## src/rtl/rs_pkg.sv

```systemverilog
package rs_pkg;
    typedef enum logic [1:0] {
        ST_MANUAL  = 2'd0,
        ST_IDLE    = 2'd1,
        ST_SEEK    = 2'd2,
        ST_INHIBIT = 2'd3
    } rs_state_e;
endpackage

```

## src/rtl/rs_carrier_timer.sv

```systemverilog
module rs_carrier_timer #(
    parameter int CYC_PER_US = 100
) (
    input  logic clk,
    input  logic rst,
    input  logic edge_strobe,
    output logic present
);
    localparam int CW = $clog2(CYC_PER_US + 1);
    localparam logic [CW-1:0] RELOAD = CW'(CYC_PER_US);

    logic [CW-1:0] left_q;

    always_ff @(posedge clk) begin
        if (rst)
            left_q <= '0;
        else if (edge_strobe)
            left_q <= RELOAD;
        else if (left_q != '0)
            left_q <= left_q - 1'b1;
    end

    assign present = (left_q != '0);

    // every transition retriggers the one-shot
    p_retrigger_r5: assert property (@(posedge clk) disable iff (rst)
        edge_strobe |=> present);
    // without transitions the remaining time never grows
    p_no_growth_r5: assert property (@(posedge clk) disable iff (rst)
        !edge_strobe |=> left_q <= $past(left_q));
endmodule

```

## src/rtl/rs_dwell_timer.sv

```systemverilog
module rs_dwell_timer #(
    parameter int DWELL_W = 8
) (
    input  logic               clk,
    input  logic               rst,
    input  logic               run,
    input  logic [DWELL_W-1:0] dwell_cycles,
    output logic               expire
);
    logic [DWELL_W-1:0] cnt_q;
    logic [DWELL_W:0]   cnt_inc;

    assign cnt_inc = {1'b0, cnt_q} + 1'b1;
    assign expire  = run && (cnt_inc >= {1'b0, dwell_cycles});

    always_ff @(posedge clk) begin
        if (rst || !run || expire)
            cnt_q <= '0;
        else
            cnt_q <= cnt_inc[DWELL_W-1:0];
    end

    // the count restarts whenever stepping is not running
    p_restart_r6: assert property (@(posedge clk) disable iff (rst)
        !run |=> cnt_q == '0);
endmodule

```

## src/rtl/rate_seeker.sv

```systemverilog
module rate_seeker
    import rs_pkg::*;
#(
    parameter int CYC_PER_US = 100,
    parameter int DWELL_W    = 8
) (
    input  logic               clk,
    input  logic               rst,
    input  logic               edge_strobe,
    input  logic               locked,
    input  logic               seek_req,
    input  logic               auto_mode,
    input  logic               mute_en,
    input  logic [1:0]         rate_in,
    input  logic [DWELL_W-1:0] dwell_cycles,
    output logic [1:0]         rate_out,
    output logic               rate_drive_en,
    output logic               carrier_ok,
    output logic               seeking,
    output logic               hold_out
);
    rs_state_e state_q, state_d;
    logic [1:0] rate_q;
    logic       hold_q;
    logic       dwell_up;
    logic       in_seek;

    assign in_seek = (state_q == ST_SEEK);

    rs_carrier_timer #(.CYC_PER_US(CYC_PER_US)) u_carrier (
        .clk         (clk),
        .rst         (rst),
        .edge_strobe (edge_strobe),
        .present     (carrier_ok)
    );

    rs_dwell_timer #(.DWELL_W(DWELL_W)) u_dwell (
        .clk          (clk),
        .rst          (rst),
        .run          (in_seek),
        .dwell_cycles (dwell_cycles),
        .expire       (dwell_up)
    );

    // next-state logic
    always_comb begin
        state_d = state_q;
        if (!auto_mode) begin
            state_d = ST_MANUAL;
        end else begin
            unique case (state_q)
                ST_MANUAL:  state_d = carrier_ok ? ST_SEEK : ST_INHIBIT;
                ST_IDLE:    if (seek_req) state_d = carrier_ok ? ST_SEEK : ST_INHIBIT;
                ST_SEEK:    if (locked) state_d = ST_IDLE;
                            else if (!carrier_ok) state_d = ST_INHIBIT;
                ST_INHIBIT: if (locked) state_d = ST_IDLE;
                            else if (carrier_ok) state_d = ST_SEEK;
                default:    state_d = ST_IDLE;
            endcase
        end
    end

    // state register
    always_ff @(posedge clk) begin
        if (rst) state_q <= ST_IDLE;
        else     state_q <= state_d;
    end

    // rate register and hold strobe
    always_ff @(posedge clk) begin
        if (rst) begin
            rate_q <= 2'd0;
            hold_q <= 1'b0;
        end else begin
            hold_q <= mute_en && !carrier_ok;
            if (!auto_mode)
                rate_q <= rate_in;
            else if (in_seek && !locked && carrier_ok && dwell_up)
                rate_q <= rate_q + 2'd1;
        end
    end

    // outputs
    always_comb begin
        rate_out      = rate_q;
        hold_out      = hold_q;
        rate_drive_en = (state_q != ST_MANUAL);
        seeking       = (state_q == ST_SEEK) || (state_q == ST_INHIBIT);
    end

    // in automatic mode the rate either holds or moves one step forward
    p_single_step_r2: assert property (@(posedge clk) disable iff (rst)
        (auto_mode && state_q != ST_MANUAL) |=>
            (rate_out == $past(rate_out) || rate_out == $past(rate_out) + 2'd1));
    // lock freezes the rate and ends the search
    p_lock_freeze_r4: assert property (@(posedge clk) disable iff (rst)
        (auto_mode && in_seek && locked) |=> (rate_out == $past(rate_out) && !seeking));
    // no stepping while the search is inhibited
    p_inhibit_hold_r6: assert property (@(posedge clk) disable iff (rst)
        (auto_mode && state_q == ST_INHIBIT) |=> rate_out == $past(rate_out));
    // muted loss of carrier raises the hold strobe
    p_hold_on_loss_r7: assert property (@(posedge clk) disable iff (rst)
        (mute_en && !carrier_ok) |=> hold_out);
    // manual mode releases the bus and samples it
    p_manual_load_r8: assert property (@(posedge clk) disable iff (rst)
        !auto_mode |=> (!rate_drive_en && rate_out == $past(rate_in)));
endmodule

```

## config.mk

```make
export PLATFORM = sky130hd
export DESIGN_NAME = rate_seeker
export DESIGN_NICKNAME = d
export VERILOG_FILES = /design/src/rtl/rs_pkg.sv /design/src/rtl/rs_carrier_timer.sv /design/src/rtl/rs_dwell_timer.sv /design/src/rtl/rate_seeker.sv
export SDC_FILE = /design/constraint.sdc
export NUM_CORES = 1
export LEC_CHECK = 0
export BUFFER_PORTS_ARGS = -buffer_cell sky130_fd_sc_hd__buf_2
export CORE_MARGIN = 2
export CORE_UTILIZATION = 54
export DETAILED_ROUTE_END_ITERATION = 10
export PLACE_DENSITY = 0.78
export SYNTH_ARGS = -nofsm -noshare
export SYNTH_HDL_FRONTEND = slang
export SYNTH_HIERARCHICAL = 1
export SYNTH_SLANG_ARGS = --single-unit
```

## constraint.sdc

```tcl
create_clock -name clk -period 3.31 [get_ports clk]
set_input_delay 0.4965 -clock clk [delete_from_list [all_inputs] [get_ports clk]]
set_output_delay 0.4965 -clock clk [all_outputs]
set_load 0.02 [all_outputs]
```

==> results.json, run 1 <==
{
  "ios": 23,
  "cts_buffers": 3,
  "rows": 17,
  "antenna_found_initial": 0,
  "antenna_left": 0,
  "yosysTopAreaCell": "dfxtp_1",
  "synth-seq-cells": 20,
  "die_y_um": 51.6,
  "drt_iter0_drc": 17,
  "peakVddDrop_v": 0.000254,
  "fin_crit_sh_pct": 84.7,
  "hold_viol_final": 0,
  "ys_types": 45,
  "antenna_cells": 0,
  "nNetsFinal": 176,
  "tightest_slew_ns": 0.371,
  "p_total_w": 0.000521,
  "grt_pass1_wl_um": 3810,
  "area_growth_pct": 13.2,
  "max-clock-path-buffers": 2,
  "p_leak_nw": 0.627,
  "placeableCoreArea_um2": 2170,
  "tns_ns": 0,
  "root_buffer": "clkbuf_4",
  "crit_chain": "ha_1 -> nand3_1 -> xnor2_1 -> ha_1 -> and3_1 -> nand3_1 -> o21ai_4 -> o21a_1 -> nand4b_1 -> or3_1 -> a311oi_1",
  "synthTopCellsByArea": "dfxtp_1, ha_1, inv_1",
  "finalWorstSetupSlack_ns": 0.508,
  "wl_um": 2170,
  "placed_cells": 172,
  "drive_gt1_share_pct": 29.7,
  "synth-edff-count": 0,
  "ys_seq_area_share_pct": 32.8,
  "place_congestion": 0.831,
  "start_kind": "register",
  "max_stage_delay_ns": 0.45,
  "ys_async_sr_fraction_pct": 0,
  "clock_skew_ns": 0.00642,
  "placed_area_um2": 1350,
  "hpwl_um": 1670,
  "critical_path_class": "register to register",
  "syn_avg_cell_area_um2": 9.86,
  "cp.required_ns": 3.53,
  "clk_latency_ns": 0.30,
  "drt_pass1_iterations": 4,
  "instances_no_fill": 176,
  "drv_slew": 0,
  "max_freq_mhz": 357,
  "io_buffers": 22,
  "status": "complete, no violations",
  "synth.top_cell.area_share_pct": 32.8,
  "grt_overflow": 0,
  "fin_crit_ns": 2.80,
  "path_max_fanout": 9,
  "ys.warnings.count": 6,
  "viasPerCell": 5.35,
  "cts_tree": "yes",
  "end_kind": "register",
  "cts_resized": 0,
  "clock-sinks": 20,
  "stdcell_area_um2": 1380,
  "arrival_ns": 3.02,
  "synth_flop_cell": "dfxtp_1",
  "p_per_area_nw_per_um2": 377,
  "drcViolationCount": 0,
  "grt_usage_pct": 18.7,
  "n_fill_cell": 197,
  "start_util_pct": 56.3,
  "grt_max_degree": 14,
  "relSlewSlack_pct": 75.3,
  "die-area_um2": 2660,
  "grt_pass1_vias": 872,
  "synthesis.nets": 151,
  "holdBufCountCts": 0,
  "ctsHtreeMaxLevel": 1,
  "setup_viol": 0,
  "post_cts_buffers": 0,
  "hold_class": "primary input to register",
  "rsz0062_at_grt": "false",
  "clk_pin_slew_worst_paths_ns": 0.12,
  "drv_cap": 0,
  "die_w_um": 51.6,
  "syn_inst": 124,
  "post-place-ws_ns": 0.525,
  "cp_slowest_cell": "dfxtp_1",
  "netlist_area_um2": 1220,
  "via_count": 941,
  "wl_per_cell_um": 12.3
}
[per-layer routing]
layer	GRT usage, %	wire (um)	vias to the layer above
met3	2.87	85	2
met4	5.26	12	0
li1	-	-	492
met2	30.3	1060	19
met5	0	0	-
met1	25.9	1010	428
[cells in the mapped netlist, types with 2 or more instances]
library cell,number
nor3b_1,6
dfxtp_1,20
nor4_1,2
nand2b_1,4
nor2_1,2
nand3b_1,2
o21bai_1,2
o21ai_0,5
xnor2_1,5
ha_1,10
inv_1,15
nor3b_2,3
nor3_1,5
or3_1,3
a311oi_1,2
xor2_2,2
a31oi_1,2
a21o_1,3
and3_1,2
nand3_1,4
[kinds of logic (layout without fill, tap and decap cells)]
family          count (synthesis)  after routing  share of synthesized area [%]
compound gates                 23             23                           15.0
xor+xnor                        8              8                           6.96
fa+ha+maj                      10             10                           10.2
buf+inv                        18             42                           6.55
flops                          20             20                           32.8
simple gates                   45             45                           28.5
[worst paths after layout]
path / start / endpoint / slack (ns) / depth (start not counted)
max: u_dwell/cnt_q[0] / rate_out[1] / 0.51 / 11
min: locked / state_q[1] / 0.42 / 2
max reg2reg: u_dwell/cnt_q[0] / rate_out[1] / 0.51 / 11
min reg2reg: u_carrier/left_q[6] / u_carrier/left_q[6] / 0.53 / 2
[placed cells by master, fill, tap and decap left out, types with 2 or more instances in the layout]
cell and instances:
o21ai_0 5, xor2_2 2, nor3b_2 3, nand3b_1 2
a31oi_1 2, nor3_1 5, nand3_1 4, ha_1 10
buf_2 22, xnor2_1 5, nor4_1 2, clkbuf_4 3
or3_1 3, a21o_1 3, nor3b_1 6, dfxtp_1 20
nor2_1 2, nand2b_1 4, o21bai_1 2, a311oi_1 2
inv_1 15, and3_1 2
[critical path: cells and delay by family, from the launching register on]
| kind | cells | cell delay, ns |
|---|---|---|
| adders and majority gates | 2 | 0.56 |
| DFF | 1 | 0.45 |
| xor gates and xnor gates | 1 | 0.15 |
| and+or+nand+nor | 5 | 0.85 |
| AOI/OAI and AO/OA | 3 | 0.70 |
[flip-flops by register name, indices dropped and copies added, names as in the netlist]
name,cells
hold_out,1
rate_out,2
state_q,2
u_carrier/left_q,7
u_dwell/cnt_q,8
[stage by stage]
stage | hold slack (ns) | util, %
3_5_place_dp | 0.522 | 62.1
6_report | 0.419 | 63.8
5_1_grt | 0.430 | 63.8
4_1_cts | 0.424 | 63.8
3_3_place_gp | 0.475 | 62.1
2_1_floorplan | 0.461 | -
[layout make-up]
type	count	area, um^2	area share (%)
clock buffer	4	36.3	2.62
timing repair buffer	22	110	7.96
sequential	20	400	28.9
inverter	16	60.1	4.34
multi-input combinational	86	742	53.6
tap	28	35.0	2.53
[report_power, final]
group,total [W],switching [W],leakage [nW],internal [W]
sequential,0.000266,0.0000113,0.164,0.000254
combinational,0.000112,0.0000621,0.442,0.0000496
clock,0.000144,0.0000769,0.0210,0.0000670
total,0.000521,0.000150,0.627,0.000371
Power figures use the tool's default switching activity.
==> run 2: changes to the inputs <==
--- a/config.mk
+++ b/config.mk
@@ -5,11 +5,12 @@
 export SDC_FILE = /design/constraint.sdc
 export NUM_CORES = 1
 export LEC_CHECK = 0
+export ABC_AREA = 1
 export BUFFER_PORTS_ARGS = -buffer_cell sky130_fd_sc_hd__buf_2
 export CORE_MARGIN = 2
-export CORE_UTILIZATION = 54
+export CORE_UTILIZATION = 49
 export DETAILED_ROUTE_END_ITERATION = 10
-export PLACE_DENSITY = 0.78
+export PLACE_DENSITY = 0.74
 export SYNTH_ARGS = -nofsm -noshare
 export SYNTH_HDL_FRONTEND = slang
 export SYNTH_HIERARCHICAL = 1
==> constraint.sdc (replaced) <==
create_clock -name clk -period 2.5 [get_ports clk]
set_input_delay 0.375 -clock clk [delete_from_list [all_inputs] [get_ports clk]]
set_output_delay 0.375 -clock clk [all_outputs]
set_load 0.02 [all_outputs]
==> run 2 against run 1 <==
  * Sequential power up 34%
  * Die area up 14%
  * Sequential cell count unchanged
  * Register-to-register slack worse by 0.26 ns
  * Clock power rose by 83%
  * Non-clock buffer count did not move
  * Worst setup slack got worse by 0.26 ns
  * Critical path depth rose by 5
  * First-iteration DRC count shrank 41%
  * Synthesized cell count grew 49%
  * Area after synthesis up 4.2%
  * Count of clock-buffer cells in the layout is 1 lower
  * Critical endpoint unchanged
==> results.json, run 2 <==
{
  "r2r_start": "u_dwell/cnt_q[0]",
  "post-place-ws_ns": 0.216,
  "syn_inst": 185,
  "ys_async_sr_fraction_pct": 0,
  "grt_overflow": 0,
  "drv_cap": 0,
  "tns_ns": 0,
  "synth.top_cell.area_share_pct": 31.4,
  "grt_usage_pct": 18.1,
  "max-clock-path-buffers": 2,
  "layout_common_cells": "inv_1, nand2_1, nor2_1",
  "largest_reg_flops": 8,
  "use_met3_pct": 4.84,
  "start_kind": "register",
  "yosysTopAreaCell": "dfxtp_1",
  "synthTopCellsByArea": "dfxtp_1, inv_1, nand2_1",
  "cts_buffers": 3,
  "hpwl_um": 1950,
  "p_leak_nw": 0.765,
  "rows": 18,
  "wl_per_cell_um": 9.92,
  "synth-seq-cells": 20,
  "regToRegSetupSlack_ns": 0.24,
  "grt.met1_usage_pct": 20.9,
  "synth-xor-area-share_pct": 4.13,
  "top_usage_layer": "met2",
  "reg2reg_depth": 16,
  "drive_gt1_share_pct": 20.6,
  "fin_crit_sh_pct": 90.2,
  "finalWorstSetupSlack_ns": 0.245,
  "nNetsFinal": 237,
  "syn_avg_cell_area_um2": 6.88,
  "met2_usage_pct": 34.5,
  "synthSimpleGateAreaFrac_pct": 34.2,
  "status": "complete, no violations",
  "wl_um": 2370,
  "drv_slew": 0,
  "clk_latency_ns": 0.30,
  "ys_types": 24,
  "die-area_um2": 3020,
  "place_congestion": 0.744,
  "p_per_area_nw_per_um2": 531,
  "grt_pass1_wl_um": 4060,
  "hold_class": "primary input to register",
  "via_count": 1144,
  "placeableCoreArea_um2": 2480,
  "area_growth_pct": 14.8,
  "ios": 23,
  "grt_max_degree": 15,
  "drt_pass1_iterations": 4,
  "die_y_um": 55.0,
  "path_max_fanout": 4,
  "r2r_end": "rate_out[1]",
  "ys.warnings.count": 6,
  "ys_top_cells_by_count": "inv_1, nand2_1, nor2_1, dfxtp_1, a21oi_1",
  "cts_resized": 0,
  "holdBufCountCts": 0,
  "cts_tree": "yes",
  "drcViolationCount": 0,
  "hold_end": "hold_out",
  "antenna_found_initial": 0,
  "fin_crit_ns": 2.26,
  "hold_start": "mute_en",
  "root_buffer": "clkbuf_4",
  "die_w_um": 55.0,
  "start_util_pct": 51.4,
  "synth_flop_cell": "dfxtp_1",
  "top_regs": "u_dwell/cnt_q (8), u_carrier/left_q (7)",
  "io_buffers": 22,
  "critical_path_class": "register to register",
  "max_freq_mhz": 443,
  "relSlewSlack_pct": 83.3,
  "whs_path_depth": 3,
  "antenna_left": 0,
  "regMostFlops": "u_dwell/cnt_q",
  "ys_seq_area_share_pct": 31.4,
  "post_cts_buffers": 0,
  "viasPerCell": 4.79,
  "clk_pin_slew_worst_paths_ns": 0.12,
  "hold_viol_final": 0,
  "clock_skew_ns": 0.0103,
  "ctsHtreeMaxLevel": 1,
  "end_kind": "register",
  "synth-edff-count": 0,
  "peakVddDrop_v": 0.000681,
  "synthesis.nets": 212,
  "arrival_ns": 2.50,
  "cp.required_ns": 2.75,
  "synth_top_family_by_area": "simple AND/OR/NAND/NOR gates",
  "setup_viol": 0,
  "rsz0062_at_grt": "false",
  "grt_pass1_vias": 1043,
  "synth_compound_area_share_pct": 8.35,
  "synth-adder-area-share_pct": 9.82,
  "tightest_slew_ns": 0.251,
  "netlist_area_um2": 1270,
  "antenna_cells": 0,
  "synthMuxAreaShare_pct": 0,
  "drt_iter0_drc": 10,
  "clock-sinks": 20
}
[run 2: cell types whose count changed after synthesis, sizes merged, moves of 4 or more]
cell,previous run,this run
nand3,5,17
inv,16,38
nor3b,9,0
nand2,1,38
xnor2,5,1
nor2,5,31
a21oi,1,13
nand2b,5,0
[run 2: cell families (layout without fill, tap and decap cells)]
family,Yosys count,after routing
buf+inv,40,64
fa+ha+maj,10,10
flops,20,20
xor+xnor,6,6
simple gates,89,89
compound gates,20,20
[run 2: worst max path at each step]
stage | slack [ns] | startpoint | to
finish | 0.24 | u_dwell/cnt_q[0] | rate_out[1]
global placement | 0.35 | u_dwell/cnt_q[0] | rate_out[0]
global route | 0.01 | u_dwell/cnt_q[0] | rate_out[1]
floorplan | 0.45 | u_dwell/cnt_q[0] | rate_out[0]
detailed placement | 0.22 | u_dwell/cnt_q[0] | rate_out[1]
CTS | 0.22 | u_dwell/cnt_q[0] | rate_out[1]
[run 2: through the flow]
stage               total power, W  cells  cell area [um^2]  util (%)  hold WS [ns]
finish                    0.000777    239              1460      59.0         0.284
global route              0.000821    239              1460      59.0         0.271
CTS                       0.000785    239              1460      59.0         0.270
detailed placement        0.000522    235              1410      56.9         0.472
global placement          0.000515    235              1410      56.9         0.455
floorplan                 0.000479    185              1270         -         0.443
[run 2: layout make-up]
type                       instances  area, um^2
fill                             247        1010
multi-input combinational        125         719
inverter                          38         143
clock buffer                       3        22.5
timing repair buffer              22         110
sequential                        20         400
tap                               30        37.5
clock inverter                     1        30.0
[run 2: routing by layer]
metal / part of all wire [%] / vias up
li1: - / 619
met1: 45 / 506
met2: 51 / 19
met3: 3.9 / 0
met4: 0 / 0
met5: 0 / -
[run 2: critical path, stage by stage, from the launching register on]
cell	delay, ns
dfxtp_1	0.41
ha_1	0.23
nand3_1	0.13
xor2_1	0.18
ha_1	0.30
nand2_1	0.06
nor2_1	0.10
nand2_1	0.05
nand3_1	0.06
nand2_1	0.05
nand2_1	0.05
nand2_1	0.07
a21oi_1	0.16
nand3_2	0.12
nand2_2	0.08
nand2_1	0.05
a21oi_1	0.11
[run 2: report_power, final]
part / internal [W] / switching [W] / leakage (nW) / total [W]
registers: 0.000336 / 0.0000209 / 0.164 / 0.000357
clock network: 0.000162 / 0.000101 / 0.0279 / 0.000263
logic: 0.0000604 / 0.0000967 / 0.573 / 0.000157
==> run 3: changes to the inputs <==
--- a/config.mk
+++ b/config.mk
@@ -5,12 +5,11 @@
 export SDC_FILE = /design/constraint.sdc
 export NUM_CORES = 1
 export LEC_CHECK = 0
-export ABC_AREA = 1
 export BUFFER_PORTS_ARGS = -buffer_cell sky130_fd_sc_hd__buf_2
 export CORE_MARGIN = 2
 export CORE_UTILIZATION = 49
 export DETAILED_ROUTE_END_ITERATION = 10
-export PLACE_DENSITY = 0.74
+export PLACE_DENSITY = 0.75
 export SYNTH_ARGS = -nofsm -noshare
 export SYNTH_HDL_FRONTEND = slang
 export SYNTH_HIERARCHICAL = 1
==> run 3 against run 2 <==
  * Utilization increased by 5.6 points
  * Routed wire length up 13%
  * Critical path depth down 5
  * Hold slack improved by 0.033 ns
  * Sequential power is 2% lower
  * Worst setup slack worse by 0.22 ns
  * Sequential share of layout area is 0.47 points lower
  * Largest power group unchanged
  * Via count is 11% lower
  * Sequential cell count stayed put
  * First-iteration DRC count unchanged
  * Critical path type unchanged
  * Fmax decreased by 9.0%
==> results.json, run 3 (synthesis results as in run 1) <==
{
  "status": "complete, no violations",
  "r2r_start": "u_dwell/cnt_q[0]",
  "r2r_end": "rate_out[1]",
  "die-area_um2": 2910,
  "antenna_left": 0,
  "fin_crit_sh_pct": 99.1,
  "drv_slew": 0,
  "max-clock-path-buffers": 2,
  "largest_reg_flops": 8,
  "layout_commonest_cell": "buf_2",
  "drt_iter0_drc": 10,
  "wl_met2_um": 1380,
  "via_count": 1013,
  "met1Wirelength_um": 1210,
  "fin_util_pct": 64.6,
  "path_max_fanout": 4,
  "finalWorstSetupSlack_ns": 0.0225,
  "clk_pin_slew_worst_paths_ns": 0.12,
  "regMostFlops": "u_dwell/cnt_q",
  "die_y_um": 53.9,
  "drcViolationCount": 0,
  "place_congestion": 0.823,
  "seq_area_um2": 419,
  "critical_path_class": "register to register",
  "grt_max_degree": 14,
  "cts_tree": "yes",
  "grt_pass1_wl_um": 4130,
  "max_freq_mhz": 404,
  "wl_per_cell_um": 14.5,
  "antenna_cells": 0,
  "rows": 18,
  "io_buffers": 22,
  "arrival_ns": 2.70,
  "ctsHtreeMaxLevel": 1,
  "regToRegSetupSlack_ns": 0.02,
  "critical_path.endpoint": "rate_out[1]",
  "area_growth_pct": 27.4,
  "drive_gt1_share_pct": 44.5,
  "top_layer_used": "met4",
  "p_per_area_nw_per_um2": 450,
  "instances_no_fill": 185,
  "reg2reg_depth": 11,
  "fin_crit_ns": 2.48,
  "die_w_um": 53.9,
  "antenna_found_initial": 0,
  "top_regs": "u_dwell/cnt_q (8), u_carrier/left_q (7)",
  "peakVddDrop_v": 0.000433,
  "grt_overflow": 0,
  "p_int_w": 0.000493,
  "placeableCoreArea_um2": 2410,
  "wl_met3_um": 87,
  "hold_viol_final": 0,
  "rsz0062_at_grt": "true",
  "post-place-ws_ns": -0.0709,
  "setup.worst_path.start": "u_dwell/cnt_q[0]",
  "drv_cap": 0,
  "cts_buffers": 3,
  "nNetsFinal": 183,
  "relSlewSlack_pct": 74.5,
  "n_fill_cell": 201,
  "wl_um": 2690,
  "switching_share_pct": 29.6,
  "clk_latency_ns": 0.30,
  "tightest_slew_ns": 0.379,
  "root_buffer": "clkbuf_4",
  "start_kind": "register",
  "hpwl_um": 1850,
  "seqPwrFrac_pct": 49.8,
  "viasPerCell": 5.48,
  "hold_class": "primary input to register",
  "clockPowerShare_pct": 27.2,
  "grt_usage_pct": 19.3,
  "grt_pass1_vias": 978,
  "setup_viol": 0,
  "placed_cells": 176,
  "ios": 23,
  "clock-sinks": 20,
  "p_leak_nw": 0.680,
  "start_util_pct": 50.7,
  "end_kind": "register",
  "layout_common_cells": "buf_2, inv_1, dfxtp_1",
  "clock_skew_ns": 0.00607,
  "p_sw_w": 0.000207,
  "drt_pass1_iterations": 4,
  "combPwrFrac_pct": 23.0,
  "multi_input_area_um2": 842,
  "cp.required_ns": 2.72
}
[run 3: metrics by stage]
step	hold WS [ns]	power [W]	TNS [ns]	instance area, um^2
after floorplan	0.444	0.000472	0	1240
after global placement	0.476	0.000501	0	1380
after detailed placement	0.489	0.000509	-0.117	1380
after CTS	0.313	0.000694	0	1440
after global routing	0.315	0.000734	-0.212	1560
final	0.317	0.000700	0	1560
[run 3: critical path, cell delays in order, from the launching register on]
cell and delay [ns]:
dfxtp_4 0.39, ha_4 0.18, buf_4 0.13, xor2_1 0.15
ha_1 0.33, a21o_1 0.16, a31oi_2 0.06, o21ai_4 0.17
o21a_1 0.14, nand4b_1 0.11, or3_1 0.39, a311oi_2 0.19
[run 3: worst min-delay path by stage]
stage                              startpoint             endpoint  slack (ns)  cells past startpoint
after floorplan                           rst  u_carrier/left_q[1]        0.44                      1
after global routing                  mute_en             hold_out        0.31                      2
after global placement    u_carrier/left_q[6]  u_carrier/left_q[6]        0.48                      2
after CTS                              locked           state_q[1]        0.31                      2
final                             edge_strobe  u_carrier/left_q[1]        0.32                      2
after detailed placement  u_carrier/left_q[6]  u_carrier/left_q[6]        0.49                      2
[run 3: repair_timing]
item	4_1_cts	5_1_grt
buffers inserted	1	4
hold buffers	0	0
pin swaps	0	12
gates resized for setup	8	13
gates cloned	0	0
endpoints found under the setup margin	2	2
[run 3: final cells by class]
type / count / area share, %
Clock buffer: 4 / 2.33
Inverter: 16 / 3.86
Multi-Input combinational cell: 86 / 54.1
Sequential cell: 20 / 26.9
Tap cell: 30 / 2.41
Timing Repair Buffer: 29 / 10.4
[run 3: power groups by stage]
stage	clock network (W)	logic, W	registers (W)
after global placement	0	0.000144	0.000358
after global routing	0.000208	0.000176	0.000351
after detailed placement	0	0.000150	0.000359
final	0.000191	0.000161	0.000349
after CTS	0.000191	0.000152	0.000350
after floorplan	0	0.000112	0.000359
[run 3: per-layer routing]
metal  global-route usage, %  up-vias
li1                        -      506
met4                    7.26        0
met2                    34.8       22
met5                       0        -
met3                    2.22        2
met1                    23.3      483
